===== config.mk =====
export PLATFORM = sky130hd
export DESIGN_NAME = ldst_disp_rewriter
export DESIGN_NICKNAME = d
export VERILOG_FILES = /design/src/rtl/ldst_disp_pkg.sv /design/src/rtl/lsd_imm_extract.sv /design/src/rtl/lsd_elem_offset.sv /design/src/rtl/lsd_disp_calc.sv /design/src/rtl/ldst_disp_rewriter.sv
export SDC_FILE = /design/constraint.sdc
export NUM_CORES = 1
export LEC_CHECK = 0
export BUFFER_PORTS_ARGS = -buffer_cell sky130_fd_sc_hd__buf_4
export CORE_UTILIZATION = 32
export DETAILED_ROUTE_END_ITERATION = 16
export PLACE_DENSITY_LB_ADDON = 0.12
export SETUP_SLACK_MARGIN = 0.05
export SYNTH_ARGS = -nofsm -noshare
export SYNTH_HDL_FRONTEND = slang
export SYNTH_SLANG_ARGS = --single-unit

===== constraint.sdc =====
create_clock -name clk -period 0.92 [get_ports clk]
set_input_delay 0.138 -clock clk [delete_from_list [all_inputs] [get_ports clk]]
set_output_delay 0.138 -clock clk [all_outputs]
set_load 0.05 [all_outputs]

===== src/rtl/ldst_disp_pkg.sv =====
package ldst_disp_pkg;
   typedef enum logic [1:0] {
      LM_NORMAL = 2'd0,
      LM_UNIT   = 2'd1,
      LM_ELEM   = 2'd2,
      LM_SHIFT  = 2'd3
   } ldst_mode_e;

   localparam int DISP_W  = 32;
   localparam int DFLD_W  = 16;
   localparam int DSFLD_W = 14;
   localparam int SVFLD_W = 11;
   localparam int SUB_W   = 2;
   localparam int WC_W    = 2;
endpackage


===== src/rtl/lsd_imm_extract.sv =====
module lsd_imm_extract
   import ldst_disp_pkg::*;
#(
   parameter int OUT_W = DISP_W
) (
   input  logic [DFLD_W-1:0]  d_fld,
   input  logic [DSFLD_W-1:0] ds_fld,
   input  logic [SVFLD_W-1:0] sv_fld,
   input  logic               form_ds,
   input  logic               shift_mode,
   output logic [OUT_W-1:0]   imm_ext,
   output logic [OUT_W-1:0]   imm_orig
);
   localparam int DS_PAD = DFLD_W - DSFLD_W;

   logic [DFLD_W-1:0] ds_scaled;
   logic [OUT_W-1:0]  sx_d, sx_ds_bytes, sx_ds_words, sx_sv;

   always_comb begin
      ds_scaled   = {ds_fld, {DS_PAD{1'b0}}};
      sx_d        = OUT_W'($signed(d_fld));
      sx_ds_bytes = OUT_W'($signed(ds_scaled));
      sx_ds_words = OUT_W'($signed(ds_fld));
      sx_sv       = OUT_W'($signed(sv_fld));
   end

   always_comb begin
      if (shift_mode)   imm_ext = sx_sv;
      else if (form_ds) imm_ext = sx_ds_bytes;
      else              imm_ext = sx_d;
      imm_orig = form_ds ? sx_ds_words : sx_d;
   end
endmodule


===== src/rtl/lsd_elem_offset.sv =====
module lsd_elem_offset
   import ldst_disp_pkg::*;
#(
   parameter int STEP_W = 7,
   parameter int OFF_W  = STEP_W + SUB_W + 1
) (
   input  logic [STEP_W-1:0] src_step,
   input  logic [STEP_W-1:0] dst_step,
   input  logic [SUB_W-1:0]  sub_step,
   input  logic [SUB_W-1:0]  sub_len,
   input  logic              is_store,
   input  logic              remap_act,
   input  logic [STEP_W-1:0] remap_step,
   output logic [OFF_W-1:0]  offset
);
   logic [STEP_W-1:0] base_step;
   logic [OFF_W-1:0]  group_len;
   logic [OFF_W-1:0]  linear;

   always_comb begin
      base_step = is_store ? dst_step : src_step;
      group_len = OFF_W'(sub_len) + OFF_W'(1);
      linear    = OFF_W'(base_step) * group_len + OFF_W'(sub_step);
      // remapped step applies to loads only
      if (!is_store && remap_act) offset = OFF_W'(remap_step);
      else                        offset = linear;
   end
endmodule


===== src/rtl/lsd_disp_calc.sv =====
module lsd_disp_calc
   import ldst_disp_pkg::*;
#(
   parameter int OUT_W     = DISP_W,
   parameter int OFF_W     = 10,
   parameter int RC_W      = 32,
   parameter bit LOG_SHIFT = 1'b1
) (
   input  logic [OUT_W-1:0] imm_ext,
   input  logic [OUT_W-1:0] imm_orig,
   input  logic [OFF_W-1:0] offset,
   input  ldst_mode_e       mode,
   input  logic             vec_mode,
   input  logic             form_ds,
   input  logic [WC_W-1:0]  width_code,
   input  logic [RC_W-1:0]  rc_value,
   output logic [OUT_W-1:0] disp_nxt,
   output logic             replace_nxt
);
   localparam int SH_W = $clog2(OUT_W);

   logic [OUT_W-1:0] off_x, prod, unit_res, shift_res, raw_res, ds_res;
   logic             rc_big;

   always_comb begin
      off_x    = OUT_W'(offset);
      prod     = imm_ext * off_x;
      unit_res = imm_ext + (off_x << width_code);
   end

   if (RC_W > SH_W) begin : g_rc_wide
      assign rc_big = |rc_value[RC_W-1:SH_W];
   end else begin : g_rc_narrow
      assign rc_big = 1'b0;
   end

   if (LOG_SHIFT) begin : g_log_shift
      logic [OUT_W-1:0] stage [SH_W+1];
      assign stage[0] = prod;
      for (genvar i = 0; i < SH_W; i++) begin : g_stage
         assign stage[i+1] = rc_value[i] ? (stage[i] << (1 << i)) : stage[i];
      end
      assign shift_res = rc_big ? '0 : stage[SH_W];
   end else begin : g_flat_shift
      assign shift_res = rc_big ? '0 : (prod << rc_value[SH_W-1:0]);
   end

   always_comb begin
      unique case (mode)
         LM_UNIT:  raw_res = unit_res;
         LM_ELEM:  raw_res = prod;
         LM_SHIFT: raw_res = shift_res;
         default:  raw_res = imm_orig;
      endcase
      ds_res      = raw_res >> 2;
      replace_nxt = vec_mode && (mode != LM_NORMAL);
      if (!replace_nxt) disp_nxt = imm_orig;
      else if (form_ds) disp_nxt = ds_res;
      else              disp_nxt = raw_res;
   end
endmodule


===== src/rtl/ldst_disp_rewriter.sv =====
module ldst_disp_rewriter
   import ldst_disp_pkg::*;
#(
   parameter int STEP_W    = 7,
   parameter int RC_W      = 32,
   parameter bit LOG_SHIFT = 1'b1
) (
   input  logic               clk,
   input  logic               rst_n,
   input  logic               in_valid,
   input  logic               vec_mode,
   input  logic               form_ds,
   input  logic [1:0]         mode,
   input  logic               is_store,
   input  logic [15:0]        d_fld,
   input  logic [13:0]        ds_fld,
   input  logic [10:0]        sv_fld,
   input  logic [STEP_W-1:0]  src_step,
   input  logic [STEP_W-1:0]  dst_step,
   input  logic [1:0]         sub_step,
   input  logic [1:0]         sub_len,
   input  logic               remap_act,
   input  logic [STEP_W-1:0]  remap_step,
   input  logic [1:0]         width_code,
   input  logic [RC_W-1:0]    rc_value,
   output logic               out_valid,
   output logic               replace,
   output logic [31:0]        disp
);
   localparam int OFF_W = STEP_W + SUB_W + 1;

   if (STEP_W < 1 || STEP_W > 16) begin : g_bad_step
      $error("ldst_disp_rewriter: STEP_W must be 1..16");
   end
   if (RC_W < 6) begin : g_bad_rc
      $error("ldst_disp_rewriter: RC_W must be at least 6");
   end

   ldst_mode_e       mode_e;
   logic [DISP_W-1:0] imm_ext, imm_orig, disp_nxt;
   logic [OFF_W-1:0]  offset;
   logic              replace_nxt;

   assign mode_e = ldst_mode_e'(mode);

   lsd_imm_extract #(.OUT_W(DISP_W)) u_imm (
      .d_fld(d_fld), .ds_fld(ds_fld), .sv_fld(sv_fld),
      .form_ds(form_ds), .shift_mode(mode_e == LM_SHIFT),
      .imm_ext(imm_ext), .imm_orig(imm_orig)
   );

   lsd_elem_offset #(.STEP_W(STEP_W), .OFF_W(OFF_W)) u_off (
      .src_step(src_step), .dst_step(dst_step), .sub_step(sub_step),
      .sub_len(sub_len), .is_store(is_store), .remap_act(remap_act),
      .remap_step(remap_step), .offset(offset)
   );

   lsd_disp_calc #(.OUT_W(DISP_W), .OFF_W(OFF_W), .RC_W(RC_W),
                   .LOG_SHIFT(LOG_SHIFT)) u_calc (
      .imm_ext(imm_ext), .imm_orig(imm_orig), .offset(offset),
      .mode(mode_e), .vec_mode(vec_mode), .form_ds(form_ds),
      .width_code(width_code), .rc_value(rc_value),
      .disp_nxt(disp_nxt), .replace_nxt(replace_nxt)
   );

   always_ff @(posedge clk or negedge rst_n) begin
      if (!rst_n) begin
         out_valid <= 1'b0;
         replace   <= 1'b0;
         disp      <= '0;
      end else begin
         out_valid <= in_valid;
         if (in_valid) begin
            replace <= replace_nxt;
            disp    <= disp_nxt;
         end
      end
   end
endmodule


-- Word-level counts from Yosys, hierarchy flattened
Index checks and enable logic that the tools add are counted.
- $add $sub $neg: 3
- $mul: 2
- eq/ne operators: 3
- shift operators: 1
- muxes and demuxes: 14
- reductions and logical operators: 5
- operators with widths (operator ; number):
    $mux W32 ; 11
    $pmux W32 S3 ; 1
    $add A32 B32 Y32 ; 1
    $mul A32 B10 Y32 ; 1
    $shl A10 B2 Y32 ; 1
    $reduce_or A27 Y1 ; 1
    $add A10 B2 Y10 ; 1
    $mul A7 B10 Y10 ; 1
    $mux W10 ; 1
    $mux W7 ; 1
    $eq A2 B2 Y1 const B ; 2
    $add A2 B1 Y3 const B ; 1
    $eq A2 B1 Y1 const B ; 1
    $logic_and A1 B1 Y1 ; 2
    $reduce_bool A2 Y1 ; 1
    $logic_not A1 Y1 ; 1
- register bits after elaboration: 34
- output and inout port bits: 34

-- Longest topological paths before layout
Gate-level depths: netlist of the first run.
- depth after elaboration: 14
- depth in mapped cells: 39

-- Cells and area by module
From an unflattened synthesis of the first run, not the netlist that was laid out.
- cell total of the unflattened synthesis: 2087
- area, all modules: 16280.6 µm²
- by module, submodules not included (module ; times used ; cells each ; area an instance (µm²) ; sequential area each (µm²)):
    lsd_disp_calc ; 1 ; 1800 ; 13177.6 ; 0.0
    ldst_disp_rewriter ; 1 ; 72 ; 1412.6 ; 850.8
    lsd_elem_offset ; 1 ; 109 ; 922.1 ; 0.0
    lsd_imm_extract ; 1 ; 106 ; 768.2 ; 0.0

-- Worst setup path before layout of the first run
Ideal clock, no wire load.
- path type: input -> register
- from: input is_store
- to: register disp[23]
- setup time: 135 ps
- data arrival time: 8570 ps
- data required time: 785 ps
- slack: -7785 ps
- stages on the path: 36
- path buffers: 2
- path through: buf_2 mux2i_1 nor2b_1 ha_1 ha_1 ha_1 fa_1 a21o_1 a21oi_1 o21bai_1 a21oi_1 o21bai_1 a21oi_1 xnor2_1 nand2_1 clkbuf_1 nor2_1 fa_1 fa_1 fa_1 fa_1 inv_1 fa_1 inv_1 ha_1 and2_4 a2111oi_4 or3_4 a211oi_2 or3_1 and2_4 mux4_2 a2111oi_2 a21oi_1 nand4b_1 o221ai_2
- longest elaborated chain between the ends: 14
- elaborated cells on any way between the ends: 18
- classes of those cells: 2 x add/sub; 2 x mul; 1 x shift; 11 x mux; 2 x reduce/logical
- RTL lines (element ; line ; text):
    start: declaration ; ldst_disp_rewriter.sv:14 ; input logic is_store,
    $mux W7 ; lsd_elem_offset.sv:21 ; base_step = is_store ? dst_step : src_step;
    $mul A7 B10 Y10 ; lsd_elem_offset.sv:23 ; linear = OFF_W'(base_step) * group_len + OFF_W'(sub_step);
    $add A10 B2 Y10 ; lsd_elem_offset.sv:23 ;
    $mux W10 * ; lsd_elem_offset.sv:25 ; if (!is_store && remap_act) offset = OFF_W'(remap_step);
    $mul A32 B10 Y32 ; lsd_disp_calc.sv:27 ; prod = imm_ext * off_x;
    $mux W32 (5 in a row) ; lsd_disp_calc.sv:41 ; assign stage[i+1] = rc_value[i] ? (stage[i] << (1 << i)) : stage[i];
    $mux W32 ; lsd_disp_calc.sv:43 ; assign shift_res = rc_big ? '0 : stage[SH_W];
    $pmux W32 S3 * ; lsd_disp_calc.sv:49 ; unique case (mode)
    $mux W32 * ; lsd_disp_calc.sv:58 ; else if (form_ds) disp_nxt = ds_res;
    $mux W32 * ; lsd_disp_calc.sv:57 ; if (!replace_nxt) disp_nxt = imm_orig;
    end signal: assignment ; ldst_disp_rewriter.sv:75 ; disp <= disp_nxt;
    end: declaration ; ldst_disp_rewriter.sv:28 ; output logic [31:0] disp
Mark *: on every way between the ends. The rest lies on a longest branch, timed or not.
A chain may end at the register's enable or synchronous reset.

-- Worst setup path after layout of the first run
- from: input is_store
- to: register disp[15]
The elaborated chain is that of the path after synthesis.

==> metrics, run 1 <==
status finished, violations left; failing checks setup timing; TritonCTS clock tree done; H-tree depth 2; Congestion Overflow GR 0; TritonCTS Buffers 5; worst skew pair latency 280 ps; initial antenna violation count 1; area leader, netlist fa_1; detailed-route DRC error count 0; DPL Wire Length 49,100 um; HP Start ds_fld[10]; post-synthesis net count 2,079; WL/cell 20.1 um; crit path DAT 8700 ps; grt met2 use 46.3%; Placer Congestion 0.935; CP Capture Type register; ANT cells 0; TritonCTS Sinks 34; Ys Warns 0; most used routing layer met2; critical path's top delay family adder cells; WP data required 1150 ps; most frequent CP cell fa_1; Final period util 921%; Seq/Total Area, Yosys 6.50%; Max-slew headroom 29.7%; count of pins over their slew limit 0; Longest Clk Path Bufs 2; minimum clock period after layout 8470 ps; # rows 73; final worst slack -7550 ps; Pre-Repair DR Iteration Count 5; fill count 3,800; Reg clk slew, reported paths 60 ps; # IOs 143; EDFF count, synth 0; Die Span Y 204 um; RSZ-0062 raised after global routing true; XOR/XNOR Fraction of Synth Area 2.41%; Via Count 15,700; setup tns final -224,490 ps; Layout area overhead 68.9%; met3 Track Usage GR 2.54%; Initial DRC Count 1,104; Min-Delay Endpoint disp[10]; largest family of logic cells by synthesized area adder cells; simple-gate share of the synthesized area 20.8%; Starting Density 32.7%; Synth Area in Compound Gates 25.0%; Finish-stage setup viols 67; share of layout cells above drive strength 1 47.0%; Yosys reg bits 34; fin nets 2,763; root buf cell clkbuf_16; most common cell after layout, fill and taps aside buf_4; Worst Setup Start Kind input pin; Hold WC Path Type input pin to register; Routed WL 59,100 um; Vias/cell 5.34; hold depth 3; top cell type's share of synthesized area 23.9%; mux share of post-synthesis cell area 5.22%; Critical R2R Capture disp[20]; adder-cell share of the synthesized area 31.4%; Worst Skew 0 ps; M1 GR Usage 41.4%; Synth Area per Inst 7.54 um2; CP max-delay cell fa_1; Hold Fails Final Rpt 0; area occupied by registers 851 um2; first-pass GRT wire length 91,900 um; port bufs 142; Die W 204 um; FF-to-FF Start disp[20]; Post-synth top flop dfrtp_1; Mapped Cells 1,735; CP peak stage delay 590 ps; Worst Path Max Fanout 6; fmax 118 MHz; Max-Cap Viols 0; core region area 40,000 um2; Yosys cell types 89; Least-Margin Pin Slew 1040 ps; mapped cell area 13,100 um2; Worst Path Class, Setup input pin to register; FF-to-FF setup slack -170 ps; largest net degree at the start of global routing 35; count of buffer and inverter cells on the critical path 5; GRT Util Overall 28.4%; multi-input logic area 13,200 um2; commonest cells after routing, fill and taps aside 657 x buf_4, 188 x nor2_1, 176 x inv_1; die area 41,700 um2; Synth async-reset ratio 100%; R2R cell count 3; number of global-route vias before repair 16,100; Post-DRT Antenna Nets 0; largest cells by area after synthesis fa_1 24%, ha_1 7.6%, dfrtp_1 6.5%
## routing by layer
layer | part of all wire [%] | vias to the layer above
li1 | - | 7426
met4 | 1.3 | 0
met2 | 46 | 434
met3 | 5.5 | 48
met5 | 0 | -
met1 | 47 | 7805
## worst reg2reg max path, delay by kind of cell, from the launching register on
| kind | cells | cell delay, ps |
|---|---|---|
| AND/OR/NAND/NOR | 2 | 570 |
| flip-flops | 1 | 380 |
| AO/OA/AOI/OAI | 1 | 70 |
## through the flow
step,std cells,hold slack [ps],utilization [%],area (um2),worst slack [ps]
3_5_place_dp,2853,125,48.0,19200,-8200
4_1_cts,2915,175,52.9,21200,-7590
3_3_place_gp,2853,123,48.0,19200,-8050
2_1_floorplan,1735,-158,-,13700,-7300
6_report,2945,175,55.3,22100,-7550
5_1_grt,2945,207,55.3,22100,-7850
## registers in the layout, summed over array words and instances, names as in the netlist
signal     cells
disp          32
replace        1
out_valid      1
## cell usage after synthesis (6+ instances only)
| cell | instances |
|---|---|
| ha_1 | 79 |
| o2111ai_1 | 8 |
| a211o_1 | 8 |
| a21oi_1 | 102 |
| o221ai_1 | 17 |
| or3_1 | 18 |
| a21o_1 | 26 |
| inv_1 | 198 |
| nor2_1 | 220 |
| nand4_1 | 12 |
| nand3_1 | 42 |
| o21ai_1 | 9 |
| buf_1 | 10 |
| o21ai_0 | 85 |
| o21bai_1 | 8 |
| nor3_1 | 38 |
| xnor2_1 | 26 |
| clkbuf_1 | 72 |
| nand2_1 | 175 |
| nand2b_1 | 12 |
| o22ai_1 | 12 |
| and2_1 | 15 |
| dfrtp_1 | 34 |
| nor2b_1 | 25 |
| mux2_2 | 16 |
| a211oi_1 | 24 |
| o21a_1 | 19 |
| o31ai_1 | 11 |
| a31oi_1 | 23 |
| buf_2 | 9 |
| mux2i_1 | 39 |
| xor2_1 | 10 |
| and4_1 | 6 |
| nor4_1 | 9 |
| o211ai_1 | 38 |
| fa_1 | 156 |
| a21boi_0 | 6 |
## how the worst max path moves through the flow
stage          slack [ps]  endpoint  depth (start not counted)  startpoint
6_report            -7550  disp[15]                         36    is_store
5_1_grt             -7850  disp[15]                         36    is_store
4_1_cts             -7590  disp[23]                         36    is_store
3_5_place_dp        -8200  disp[23]                         37    is_store
3_3_place_gp        -8050  disp[23]                         37  sub_len[0]
2_1_floorplan       -7300  disp[23]                         36    is_store
## layout make-up
cell class | instances | share of cell area [%]
multi-input cells | 1406 | 59.9
repair buffers | 771 | 29.0
flip-flops and latches | 34 | 3.85
inverters | 201 | 3.41
well taps | 525 | 2.97
clock buffers | 5 | 0.566
clock inverters | 3 | 0.311
## cells by family (layout without fill, tap and decap cells)
family,Yosys count,count (layout)
AND/OR/NAND/NOR,598,599
AO/OA/AOI/OAI,476,476
buffers and inverters,296,980
adder cells (fa/ha/maj),235,235
multiplexers,60,60
XOR/XNOR,36,36
flip-flops,34,34
## timing repair
action                                  in CTS  in global routing
endpoints found under the setup margin      67                 67
gates resized for setup                    287                160
setup buffers                               55                 29
pin swaps                                  104                 97
gates cloned                                 1                  1
endpoints found under the hold margin       34                  0
hold buffers                                 1                  0
Power of run 1 is not shown: default switching activity piles up to over one toggle a cycle in this logic, so the estimate is an artifact.
==> run 2: changes to the inputs <==
--- a/config.mk
+++ b/config.mk
@@ -6,8 +6,9 @@
 export NUM_CORES = 1
 export LEC_CHECK = 0
 export BUFFER_PORTS_ARGS = -buffer_cell sky130_fd_sc_hd__buf_4
-export CORE_UTILIZATION = 32
+export CORE_UTILIZATION = 60
 export DETAILED_ROUTE_END_ITERATION = 16
+export GPL_ROUTABILITY_DRIVEN = 1
 export PLACE_DENSITY_LB_ADDON = 0.12
 export SETUP_SLACK_MARGIN = 0.05
 export SYNTH_ARGS = -nofsm -noshare
==> constraint.sdc (replaced) <==
create_clock -name clk -period 9.1 [get_ports clk]
set_input_delay 1.365 -clock clk [delete_from_list [all_inputs] [get_ports clk]]
set_output_delay 1.365 -clock clk [all_outputs]
set_load 0.05 [all_outputs]
==> run 2 against run 1 <==
Compared with the run above:
- synthesized cell count unchanged
- the run now fails in global routing (5_1_grt)
- synthesized area unchanged
==> metrics, run 2 <==
status aborted with a tool error (was finished, violations left); Fail Step global routing (5_1_grt); stop err [ERROR GRT-0232] Routing congestion too high. Check the congestion heatmap in the GUI.; port bufs 142 (unchanged); # rows 53 (was 73); worst_ep grt disp[23]$_DFFE_PN0P_/D; EDFF count, synth 0 (unchanged); Congestion Overflow GR 78; # IOs 143 (unchanged); Synth async-reset ratio 100% (unchanged); Mapped Cells 1,735 (unchanged); count leader, synth nor2_1 (unchanged); TritonCTS Sinks 34 (unchanged); Die Span Y 150 um (was 204 um); Ys Warns 0 (unchanged); root buf cell clkbuf_16 (unchanged); top cell type's share of synthesized area 23.9% (unchanged); Placer Congestion 1.03 (was 0.935); Yosys cell types 89 (unchanged); DPL Wire Length 42,800 um (was 49,100 um); mapped cell area 13,100 um2 (unchanged); H-tree depth 2 (unchanged); area leader, netlist fa_1 (unchanged); Longest Clk Path Bufs 2 (unchanged); cts hold-fix bufs 0 (was 1); Post-synth top flop dfrtp_1 (unchanged); Starting Density 61.7% (was 32.7%); Seq/Total Area, Yosys 6.50% (unchanged); largest cells by area after synthesis fa_1 24%, ha_1 7.6%, dfrtp_1 6.5% (unchanged); Synth Area per Inst 7.54 um2 (unchanged); Yosys reg bits 34 (unchanged); Inst Count DP 2,330 (was 2,853); TritonCTS Buffers 5 (unchanged); post-synthesis net count 2,079 (unchanged); GRT Util Overall 74.4%; Worst EP Category register data pin; commonest cells in the netlist 220 x nor2_1, 198 x inv_1, 175 x nand2_1 (unchanged); largest net degree at the start of global routing 57; Die W 150 um (was 204 um)
==> run 2: cells by family after synthesis <==
logic type	Yosys count	share of synthesized area [%]
adder cells (fa/ha/maj)	235	31.4
multiplexers	60	5.22
AO/OA/AOI/OAI	476	25.0
XOR/XNOR	36	2.41
flip-flops	34	6.50
buffers and inverters	296	8.72
AND/OR/NAND/NOR	598	20.8
==> run 2: repair_timing <==
item / 4_1_cts
endpoints found under the setup margin: 26
pin swaps: 72
buffers inserted: 34
gates cloned: 1
resized for setup: 194
==> run 2: metrics by stage <==
step                hold WS (ps)  util (%)  instance area (um2)  setup WS (ps)
floorplan                    748         -                13300           -346
global placement             469      77.3                16400           -969
detailed placement           487      77.3                16400          -1170
CTS                          500      84.1                17800           -608
==> run 2: metal layers <==
| metal | track usage (%) | overflow |
|---|---|---|
| met3 | 54.5 | 0 |
| met1 | 76.8 | 0 |
| met5 | 21.1 | 0 |
| met2 | 92.9 | 44 |
| met4 | 73.0 | 34 |
==> run 3: changes to the inputs <==
--- a/config.mk
+++ b/config.mk
@@ -6,11 +6,10 @@
 export NUM_CORES = 1
 export LEC_CHECK = 0
 export BUFFER_PORTS_ARGS = -buffer_cell sky130_fd_sc_hd__buf_4
-export CORE_UTILIZATION = 60
+export CORE_UTILIZATION = 40
 export DETAILED_ROUTE_END_ITERATION = 16
 export GPL_ROUTABILITY_DRIVEN = 1
-export PLACE_DENSITY_LB_ADDON = 0.12
-export SETUP_SLACK_MARGIN = 0.05
+export PLACE_DENSITY_LB_ADDON = 0.15
 export SYNTH_ARGS = -nofsm -noshare
 export SYNTH_HDL_FRONTEND = slang
 export SYNTH_SLANG_ARGS = --single-unit
==> run 3 against run 2 <==
Compared with the run above:
- the flow now finishes, with violations (setup timing)
==> metrics, run 3 (same netlist as run 1, synthesis figures left out) <==
FF-to-FF setup slack 7950 ps; HP Start disp[3]; fin nets 2,487; status finished, violations left (was aborted with a tool error); core region area 31,900 um2; TritonCTS Buffers 5 (unchanged); biggest regs disp x32, out_valid x1, replace x1; crit path to disp[28]; Starting Density 41.0% (was 61.7%); final worst slack -730 ps; Reg clk slew, reported paths 50 ps; first-pass GRT wire length 83,400 um; Least-Margin Pin Slew 1260 ps; ANT cells 0; Final period util 108%; FF-to-FF Start disp[20]; CP peak stage delay 560 ps; Via Count 14,800; commonest cells after routing, fill and taps aside 475 x buf_4, 202 x nor2_1, 194 x inv_1; WP data required 9230 ps; Vias/cell 5.74; failing checks setup timing; Placer Congestion 0.981 (was 1.03); max reg flops 32; Hold WC Path Type register to register; cts hold-fix bufs 0 (unchanged); H-tree depth 2 (unchanged); most common cell after layout, fill and taps aside buf_4; crit path DAT 9960 ps; initial antenna violation count 0; Routed WL 53,000 um; # IOs 143 (unchanged); Worst Setup SP sub_len[0]; Worst Skew 0 ps; TritonCTS clock tree done; DPL Wire Length 43,700 um (was 42,800 um); Die Span Y 183 um (was 150 um); Max-slew headroom 15.3%; GRT Util Overall 32.0%; Most flops, register disp; fill count 3,042; design area 18,700 um2; Congestion Overflow GR 0; Worst Path Class, Setup input pin to register; Initial DRC Count 1,158; most frequent CP cell fa_1; detailed-route DRC error count 0; minimum clock period after layout 9830 ps; CP Capture Type register; Longest Clk Path Bufs 2 (unchanged); RSZ-0062 raised after global routing true; Critical R2R Capture disp[20]; largest net degree at the start of global routing 57; share of layout cells above drive strength 1 35.3%; Worst Setup Start Kind input pin; Worst Path Max Fanout 8; worst skew pair latency 270 ps; placed cell area 17,000 um2 (was 16,400 um2); WL/cell 20.5 um; Max-Cap Viols 0; TritonCTS Sinks 34 (unchanged); die area 33,400 um2; Die W 183 um (was 150 um); port bufs 142 (unchanged); Hold Fails Final Rpt 0; count of pins over their slew limit 0; root buf cell clkbuf_16 (unchanged); fmax 102 MHz; CP max-delay cell fa_2; R2R cell count 3; # rows 65 (was 53); Layout area overhead 42.7%; Post-DRT Antenna Nets 0; dpl ws -1260 ps (was -1170 ps); Finish-stage setup viols 25; number of global-route vias before repair 15,300; Pre-Repair DR Iteration Count 7
-- run 3: how the worst min path moves through the flow --
stage,end,slack [ps],cells past startpoint
after floorplan,replace,750,2
after global placement,disp[3],470,1
after detailed placement,disp[3],470,1
after CTS,disp[3],480,1
after global routing,disp[3],510,1
final,disp[3],470,1
-- run 3: per-layer routing --
layer  track usage (%)  part of all wire, %  vias up
li1                  -                    -     6858
met1              42.4                   42     7266
met2              53.9                   47      579
met3              6.00                  8.6      101
met4              7.10                  2.4        0
met5                 0                    0        -
-- run 3: critical path, delay by kind of cell --
kind	cells	cell delay, ps
compound gates	9	1650
xor+xnor	1	250
fa+ha+maj	10	3940
buf+inv	6	610
mux	1	520
simple gates	8	1630
-- run 3: area by class of cell --
| cell class | count | area (um2) | share of cell area [%] |
|---|---|---|---|
| timing repair buffer | 496 | 3850 | 20.6 |
| clock buffer | 6 | 139 | 0.744 |
| sequential | 34 | 851 | 4.56 |
| tap | 435 | 544 | 2.91 |
| multi-input combinational | 1405 | 12500 | 67.0 |
| clock inverter | 1 | 30.0 | 0.161 |
| inverter | 201 | 754 | 4.04 |
-- run 3: what timing repair did --
action / CTS / global route
buffers inserted: 17 / 19
pin swaps: 66 / 44
setup endpoints to repair: 26 / 28
gates resized for setup: 166 / 90
cloned: 0 / 0
-- run 3: through the flow --
step / setup TNS, ps / utilization [%] / hold slack [ps] / cells
3_5_place_dp: -27110 / 53.3 / 468 / 2539
6_report: -14020 / 58.6 / 475 / 2578
2_1_floorplan: -3660 / - / 748 / 1735
3_3_place_gp: -25170 / 53.3 / 465 / 2539
5_1_grt: -21530 / 58.6 / 513 / 2578
4_1_cts: -12320 / 56.7 / 480 / 2562
Power of run 3 is left out for the same reason.
